### src/rtl/amw_pkg.sv
package amw_pkg;
  localparam int unsigned WAIT_W = 5;

  typedef enum logic [2:0] {
    ST_IDLE,
    ST_SETUP,
    ST_STRB,
    ST_TAIL,
    ST_HOLD,
    ST_GAP
  } st_e;

  typedef struct packed {
    logic [WAIT_W-1:0] waits;
    logic              hold;
    logic              idle;
  } cfg_t;
endpackage

### src/rtl/amw_phase.sv
module amw_phase (
  input  logic clk_i,
  input  logic rst_ni,
  output logic core_edge_o
);
  logic ph_q;

  always_ff @(posedge clk_i or negedge rst_ni) begin
    if (!rst_ni) ph_q <= 1'b0;
    else         ph_q <= ~ph_q;
  end

  assign core_edge_o = ~ph_q;
endmodule

### src/rtl/amw_tick_cnt.sv
module amw_tick_cnt #(
  parameter int unsigned CNT_W = 6
) (
  input  logic             clk_i,
  input  logic             rst_ni,
  input  logic             load_i,
  input  logic [CNT_W-1:0] val_i,
  input  logic             dec_i,
  output logic             zero_o
);
  logic [CNT_W-1:0] cnt_q;

  always_ff @(posedge clk_i or negedge rst_ni) begin
    if (!rst_ni)                  cnt_q <= '0;
    else if (load_i)              cnt_q <= val_i;
    else if (dec_i && cnt_q != 0) cnt_q <= cnt_q - 1'b1;
  end

  assign zero_o = (cnt_q == '0);
endmodule

### src/rtl/async_wr_seq.sv
module async_wr_seq
  import amw_pkg::*;
#(
  parameter int unsigned ADDR_W = 16,
  parameter int unsigned DATA_W = 16
) (
  input  logic              clk_i,
  input  logic              rst_ni,
  input  logic              req_i,
  input  logic [ADDR_W-1:0] addr_i,
  input  logic [DATA_W-1:0] data_i,
  input  logic [WAIT_W-1:0] cfg_wait_i,
  input  logic              cfg_hold_i,
  input  logic              cfg_idle_i,
  input  logic              ack_i,
  output logic              busy_o,
  output logic              done_o,
  output logic [ADDR_W-1:0] mem_addr_o,
  output logic [DATA_W-1:0] mem_data_o,
  output logic              mem_data_oe_o,
  output logic              mem_sel_o,
  output logic              mem_we_no
);
  localparam int unsigned CNT_W = WAIT_W + 1;
  localparam logic [CNT_W-1:0] ONE_PERIOD = {{(CNT_W-1){1'b0}}, 1'b1};

  st_e              st_q, st_d;
  cfg_t             cfg_q;
  logic [ADDR_W-1:0] addr_q;
  logic [DATA_W-1:0] data_q;
  logic             first_q, done_q;
  logic             core_edge, accept, finish;
  logic             tmr_load, tmr_dec, tmr_zero;
  logic [CNT_W-1:0] tmr_val;

  amw_phase u_phase (
    .clk_i       (clk_i),
    .rst_ni      (rst_ni),
    .core_edge_o (core_edge)
  );

  amw_tick_cnt #(.CNT_W(CNT_W)) u_tmr (
    .clk_i  (clk_i),
    .rst_ni (rst_ni),
    .load_i (tmr_load),
    .val_i  (tmr_val),
    .dec_i  (tmr_dec),
    .zero_o (tmr_zero)
  );

  assign accept = (st_q == ST_IDLE) && req_i && core_edge;

  always_comb begin
    st_d     = st_q;
    tmr_load = 1'b0;
    tmr_dec  = 1'b0;
    tmr_val  = '0;
    finish   = 1'b0;
    unique case (st_q)
      ST_IDLE: if (accept) st_d = ST_SETUP;
      ST_SETUP: begin
        st_d     = ST_STRB;
        tmr_load = 1'b1;
        tmr_val  = {cfg_q.waits, 1'b1};   // 2*(W+1)-1
      end
      ST_STRB: begin
        if (!tmr_zero) tmr_dec = 1'b1;
        else if (!ack_i) begin            // extend by one core period
          tmr_load = 1'b1;
          tmr_val  = ONE_PERIOD;
        end else st_d = ST_TAIL;
      end
      ST_TAIL: begin
        if (cfg_q.hold) begin
          st_d = ST_HOLD; tmr_load = 1'b1; tmr_val = ONE_PERIOD;
        end else if (cfg_q.idle) begin
          st_d = ST_GAP;  tmr_load = 1'b1; tmr_val = ONE_PERIOD;
        end else begin
          st_d = ST_IDLE; finish = 1'b1;
        end
      end
      ST_HOLD: begin
        if (!tmr_zero) tmr_dec = 1'b1;
        else if (cfg_q.idle) begin
          st_d = ST_GAP; tmr_load = 1'b1; tmr_val = ONE_PERIOD;
        end else begin
          st_d = ST_IDLE; finish = 1'b1;
        end
      end
      ST_GAP: begin
        if (!tmr_zero) tmr_dec = 1'b1;
        else begin
          st_d = ST_IDLE; finish = 1'b1;
        end
      end
      default: st_d = ST_IDLE;
    endcase
  end

  always_ff @(posedge clk_i or negedge rst_ni) begin
    if (!rst_ni) begin
      st_q    <= ST_IDLE;
      cfg_q   <= '0;
      addr_q  <= '0;
      data_q  <= '0;
      first_q <= 1'b0;
      done_q  <= 1'b0;
    end else begin
      st_q    <= st_d;
      first_q <= (st_q == ST_SETUP);
      done_q  <= finish;
      if (accept) begin
        cfg_q  <= '{waits: cfg_wait_i, hold: cfg_hold_i, idle: cfg_idle_i};
        addr_q <= addr_i;
        data_q <= data_i;
      end
    end
  end

  assign busy_o        = (st_q != ST_IDLE);
  assign done_o        = done_q;
  assign mem_addr_o    = addr_q;
  assign mem_data_o    = data_q;
  assign mem_we_no     = (st_q != ST_STRB);
  assign mem_sel_o     = (st_q == ST_SETUP) || (st_q == ST_STRB) ||
                         (st_q == ST_TAIL)  || (st_q == ST_HOLD);
  assign mem_data_oe_o = ((st_q == ST_STRB) && !first_q) ||
                         (st_q == ST_TAIL) || (st_q == ST_HOLD);
endmodule

### config.mk
export PLATFORM = sky130hd
export DESIGN_NAME = async_wr_seq
export DESIGN_NICKNAME = d
export VERILOG_FILES = /design/src/rtl/amw_pkg.sv /design/src/rtl/amw_phase.sv /design/src/rtl/amw_tick_cnt.sv /design/src/rtl/async_wr_seq.sv
export SDC_FILE = /design/constraint.sdc
export NUM_CORES = 1
export LEC_CHECK = 0
export BUFFER_PORTS_ARGS = -buffer_cell sky130_fd_sc_hd__buf_4
export CAP_MARGIN = 20
export CELL_PAD_IN_SITES_DETAIL_PLACEMENT = 1
export CELL_PAD_IN_SITES_GLOBAL_PLACEMENT = 1
export CORE_MARGIN = 2
export CORE_UTILIZATION = 39
export DETAILED_ROUTE_END_ITERATION = 8
export PLACE_DENSITY_LB_ADDON = 0.1
export SYNTH_ARGS = -nofsm -noshare
export SYNTH_HDL_FRONTEND = slang
export SYNTH_HIERARCHICAL = 1
export SYNTH_SLANG_ARGS = --single-unit
### constraint.sdc
create_clock -name clk_i -period 2.8 [get_ports clk_i]
set_clock_uncertainty 0.15 [all_clocks]
set_input_delay 0.14 -clock clk_i [delete_from_list [all_inputs] [get_ports clk_i]]
set_output_delay 0.14 -clock clk_i [all_outputs]
set_load 0.1 [all_outputs]
==> After elaboration in Yosys (flattened, before gate mapping) <==
Index checks and enable logic that the tools add are counted.
{ "word_totals": {"ff_bits": 51, "elab_cells": 69} }
{ "op_classes": {"n_addsub": 1, "eq_ne": 11, "muxes": 29, "bitwise_logic": 1, "reduce_logical": 17} }
{ "ops": {"columns": ["cell", "count"], "rows": [
  ["$pmux W6 S4", 1],
  ["$mux W3", 7],
  ["$pmux W3 S6", 1],
  ["$mux W1", 16],
  ["$mux W6", 2],
  ["$ne A2 B2 Y1 const B", 5],
  ["$eq A3 B2 Y1 const B", 2],
  ["$eq A3 B3 Y1 const B", 2],
  ["$logic_not A6 Y1", 1],
  ["$reduce_bool A6 Y1", 1],
  ["$sub A6 B1 Y6 const B", 1],
  ["$logic_or A1 B1 Y1", 5],
  ["$reduce_and A5 Y1", 1],
  ["$logic_and A1 B1 Y1", 4],
  ["$pmux W1 S4", 1],
  ["$eq A3 B1 Y1 const B", 1],
  ["$logic_not A3 Y1", 1],
  ["$ne A3 B2 Y1 const B", 1],
  ["$pmux W1 S3", 1],
  ["$reduce_bool A3 Y1", 1],
  ["$reduce_or A3 Y1", 1],
  ["$reduce_bool A2 Y1", 1],
  ["$logic_not A1 Y1", 1],
  ["$not A1 Y1", 1]
]} }

==> Logic depth before layout (Yosys ltp) <==
{ "depth": {"depth_word": 6, "ltp_mapped": 9, "ltp_nobuf": 8} }

==> By module <==
Netlist, hierarchy kept.
{ "modules_own_cells": {"columns": ["mod", "instances", "cells_each", "area_per_inst_um2"], "rows": [
  ["async_wr_seq", 1, 129, 1875.5],
  ["amw_tick_cnt", 1, 44, 395.4],
  ["amw_phase", 1, 2, 28.8]
]} }

==> Worst setup path after synthesis <==
No wires, ideal clock.
{ "synth_path": {"path_kind": "register -> register", "from": "reg st_q[1]", "to": "reg u_tmr.cnt_q[3]", "setup_time_ns": 0.087, "arrival_time_ns": 2.754, "required_ns": 2.563, "setup_slack_ns": -0.191, "stages_incl_launch_ff": 7, "n_path_buf": 1, "cell_sequence": "dfrtp_1 -> clkbuf_1 -> nand2_1 -> a21oi_1 -> or3b_1 -> or4_1 -> o211ai_1"} }
{ "synth_via": {"elab_chain_cells": 5, "word_cells_on_any_way": 12, "cone_classes": "eq/ne (5); mux (4); reduce/logical (3)"} }
{ "synth_rtl": {"columns": ["item", "line_no", "source"], "rows": [
  ["start: declaration", "async_wr_seq.sv:27", "st_e st_q, st_d;"],
  ["start signal: assignment", "async_wr_seq.sv:109", "st_q <= st_d;"],
  ["$eq A3 B2 Y1 or $eq A3 B3 Y1 (tied branches)", "async_wr_seq.sv:59", "unique case (st_q)"],
  ["$reduce_or A3 Y1 (no source line) (*)", null, null],
  ["$mux W1 (*)", null, null],
  ["named net tmr_dec", "async_wr_seq.sv:33", "logic tmr_load, tmr_dec, tmr_zero;"],
  ["$logic_and A1 B1 Y1 (*)", "amw_tick_cnt.sv:16", "else if (dec_i && cnt_q != 0) cnt_q <= cnt_q - 1'b1;"],
  ["$reduce_bool A2 Y1 (no source line) (*)", null, null],
  ["end signal: assignment", "amw_tick_cnt.sv:15", "else if (load_i) cnt_q <= val_i;"],
  ["end signal: assignment", "amw_tick_cnt.sv:16", null],
  ["end: declaration", "amw_tick_cnt.sv:11", "logic [CNT_W-1:0] cnt_q;"]
]} }
Mark *: on every way through the listed nets, which the timed path passes. The rest lies on a longest branch.
A chain may end at the register's enable or synchronous reset.

==> Worst setup path in the final report <==
{ "layout_path": {"from": "reg u_tmr.cnt_q[0]", "to": "reg u_tmr.cnt_q[5]"} }
{ "layout_via": {"elab_chain_cells": 5, "word_cells_on_any_way": 12, "cone_classes": "add/sub (1); mux (7); reduce/logical (4)"} }
{ "layout_rtl": {"columns": ["item", "line_no", "source"], "rows": [
  ["$logic_not A6 Y1", "amw_tick_cnt.sv:19", "assign zero_o = (cnt_q == '0);"],
  ["named net tmr_zero", "async_wr_seq.sv:33", null],
  ["$mux W1", "async_wr_seq.sv:67, async_wr_seq.sv:83, async_wr_seq.sv:91", null],
  ["$mux W1", null, null],
  ["named net tmr_dec", "async_wr_seq.sv:33", null],
  ["$logic_and A1 B1 Y1", "amw_tick_cnt.sv:16", null],
  ["$reduce_bool A2 Y1 (no source line)", null, null]
]} }
The timed path passes the listed nets, and every way through them passes these cells. The select of a mux whose other input is x is not followed.

==> summary.md <==
| Metric | Value |
|---|---|
| Post-CTS Resized | `0` |
| Mapped Area | `0.00230 mm2` |
| Fin util | `61.5%` |
| Post-synth EDFFs | `0` |
| Status | `finished clean` |
| Die area | `0.00653 mm2` |
| Drt initial violations | `47` |
| Total Nets Final | `340` |
| Fraction of layout cells with a size suffix above 1 | `45.3%` |
| Largest net degree at the start of global routing | `52` |
| # Post-CTS Setup Buffers | `0` |
| Via density | `4.93` |
| I/O Buffers | `79` |
| Initial antenna violation count | `0` |
| Max-slew violations | `0` |
| Post-Place Cell Area | `0.00294 mm2` |
| Design Area, Final | `0.00345 mm2` |
| CTS Buf Count | `5` |
| Antenna Nets Post-Route | `0` |
| Vias in the first global route | `1978` |
| Row count | `27` |
| Max Cap Violations | `0` |
| Max Root-Sink Buffers | `2` |
| Worst path cell trace | `inv_1, ha_1, nand2b_1, nor2_1, a21oi_1, or3b_1, or4_1, a31oi_1` |
| Slowest CP cell | `or4_1` |
| Ant. Diodes | `0` |
| Setup_tns | `0 ns` |
| Total grt overflow | `0` |
| Multi-input logic area | `926 um2` |
| Crit path arrival time | `2.50 ns` |
| Floorplan core area | `0.00561 mm2` |
| Area contributors post-synth | `dfrtp_1 (55%), mux2_2 (14%), mux2_4 (6.5%)` |
| Sequential-to-total area share from yosys stat | `55.5%` |
| GPL Wtd Cong | `0.842` |
| FILL cells | `586` |
| Rel. slew slack | `55.4%` |
| Commonest cells in the synthesized netlist | `dfrtp_1 (51), mux2_2 (29), mux2_4 (10), inv_1 (8), nand2_1 (8)` |
| CP peak stage delay | `0.42 ns` |
| Dpl hpwl | `3740 um` |
| Detailed Route WL | `6310 um` |
| Critical path class | `flip-flop to flip-flop` |
| Endpoint class of the critical path | `flip-flop` |
| Starting Density | `41.0%` |
| Mean post-synth cell area | `13.1 um2` |
| Drt drc | `0` |
| Post-route minimum period | `2.42 ns` |
| Register area | `0.00128 mm2` |
| Gate count of the mapped netlist | `175` |
| Die H | `80.8 um` |
| CP Data Required Time | `2.88 ns` |
| Max Fclk | `413 MHz` |
| First-pass GRT wire length | `10400 um` |
| Count leader, synth | `dfrtp_1` |
| HP Class | `primary input to flip-flop` |
| Clock-pin transition on the worst setup and hold timing paths | `0.10 ns` |
| Count of different cell masters after synthesis | `38` |
| Final Hold Fails | `0` |
| Area growth from synthesis to layout | `49.9%` |
| Crit path max fanout | `7` |
| CTS HTree Levels | `2` |
| Slew at the pin closest to its max-slew limit | `0.669 ns` |
| Synth Flop Type | `dfrtp_1` |
| Synth area leader | `dfrtp_1` |
| Drt wl/cell | `17.1 um` |
| Synthesis Warnings | `6` |
| Top Ports | `80` |
| Final Cycle Share | `86.4%` |
| Crit start category | `flip-flop` |
| Clock sinks | `51` |
| Vias | `1813` |
| Clk_lat worst skew | `0.30 ns` |
| Asr flop ratio synth | `100%` |
| RSZ-0062 raised after global routing | `no` |
| GRT Util Overall | `21.1%` |
| First-pass DRT Iterations | `4` |
| Count of final setup violators | `0` |
| Die W | `80.8 um` |
| Share of the synthesized area in the top cell type | `55.5%` |
| FF+latch count, synth | `51` |
| CTS tree | `done` |
| Syn Nets | `220` |
| CTS root buf | `clkbuf_8` |
==> worst max-delay path, delay by kind of cell (launching register included) <==
kind                       cells  cell delay, ns
adders and majority gates      1            0.22
buffers and inverters          1            0.08
DFF                            1            0.36
and+or+nand+nor                4            1.16
AOI/OAI and AO/OA              2            0.37
==> repair_timing <==
| item | CTS | global route |
|---|---|---|
| hold endpoints to repair | 90 | 0 |
| setup endpoints to repair | 0 | 0 |
| hold buffers | 40 | 0 |
==> layout make-up <==
| cell class | count | area share (%) |
|---|---|---|
| sequential | 51 | 37.0 |
| timing repair buffer | 121 | 29.6 |
| multi-input combinational | 108 | 26.9 |
| clock buffer | 7 | 2.79 |
| tap | 72 | 2.61 |
| inverter | 8 | 0.871 |
| clock inverter | 1 | 0.218 |
==> cells by family after synthesis <==
group / after synthesis / synth area share, %
and+or+nand+nor: 38 / 9.68
adders and majority gates: 2 / 1.09
DFF: 51 / 55.5
buffers and inverters: 16 / 4.35
muxes: 39 / 20.7
AOI/OAI and AO/OA: 29 / 8.65
==> cells in the final DEF, fill, tap and decap left out, drive strengths merged, types with 3 or more instances in the layout <==
master	instances
o21ai	4
buf	81
clkbuf	7
nand2b	5
mux2	39
dlygate4sd3	40
nor2	7
dfrtp	51
a21oi	6
or4	3
inv	8
nand2	8
or3b	3
and2	6
o22ai	3
o211ai	3
==> sequential cells by signal (all words and copies together) (netlist names) <==
name / flops
first_q: 1
mem_data_o: 16
u_phase/ph_q: 1
mem_addr_o: 16
st_q: 3
u_tmr/cnt_q: 6
done_o: 1
cfg_q: 7
==> final timing paths <==
path / start / endpoint / slack, ns / cells past startpoint
max in group asynchronous: rst_ni / cfg_q[3] / 1.79 / 2
worst min-delay path: ack_i / st_q[0] / 0.09 / 4
worst min register to register: u_phase/ph_q / u_phase/ph_q / 0.26 / 1
min in group asynchronous: rst_ni / st_q[2] / 0.23 / 2
worst max register to register: u_tmr/cnt_q[0] / u_tmr/cnt_q[5] / 0.38 / 8
worst max-delay path: u_tmr/cnt_q[0] / u_tmr/cnt_q[5] / 0.38 / 8
==> routing by layer <==
metal / global-route usage (%) / vias up / share of wire [%]
li1: - / 865 / -
met1: 25.9 / 898 / 41
met2: 36.8 / 44 / 52
met4: 4.58 / 0 / 0.86
met5: 0 / - / 0
met3: 6.44 / 6 / 5.8
==> metrics by stage <==
step	hold WS (ns)	cells	setup slack [ns]
6_report	0.0894	368	0.381
2_1_floorplan	-0.306	175	0.132
4_1_cts	0.0810	368	0.377
5_1_grt	0.0897	368	0.203
3_5_place_dp	0.0674	320	0.405
3_3_place_gp	0.0717	320	0.467
Power is not shown: default switching activity piles up to over one toggle a cycle in this logic, so the estimate is an artifact.
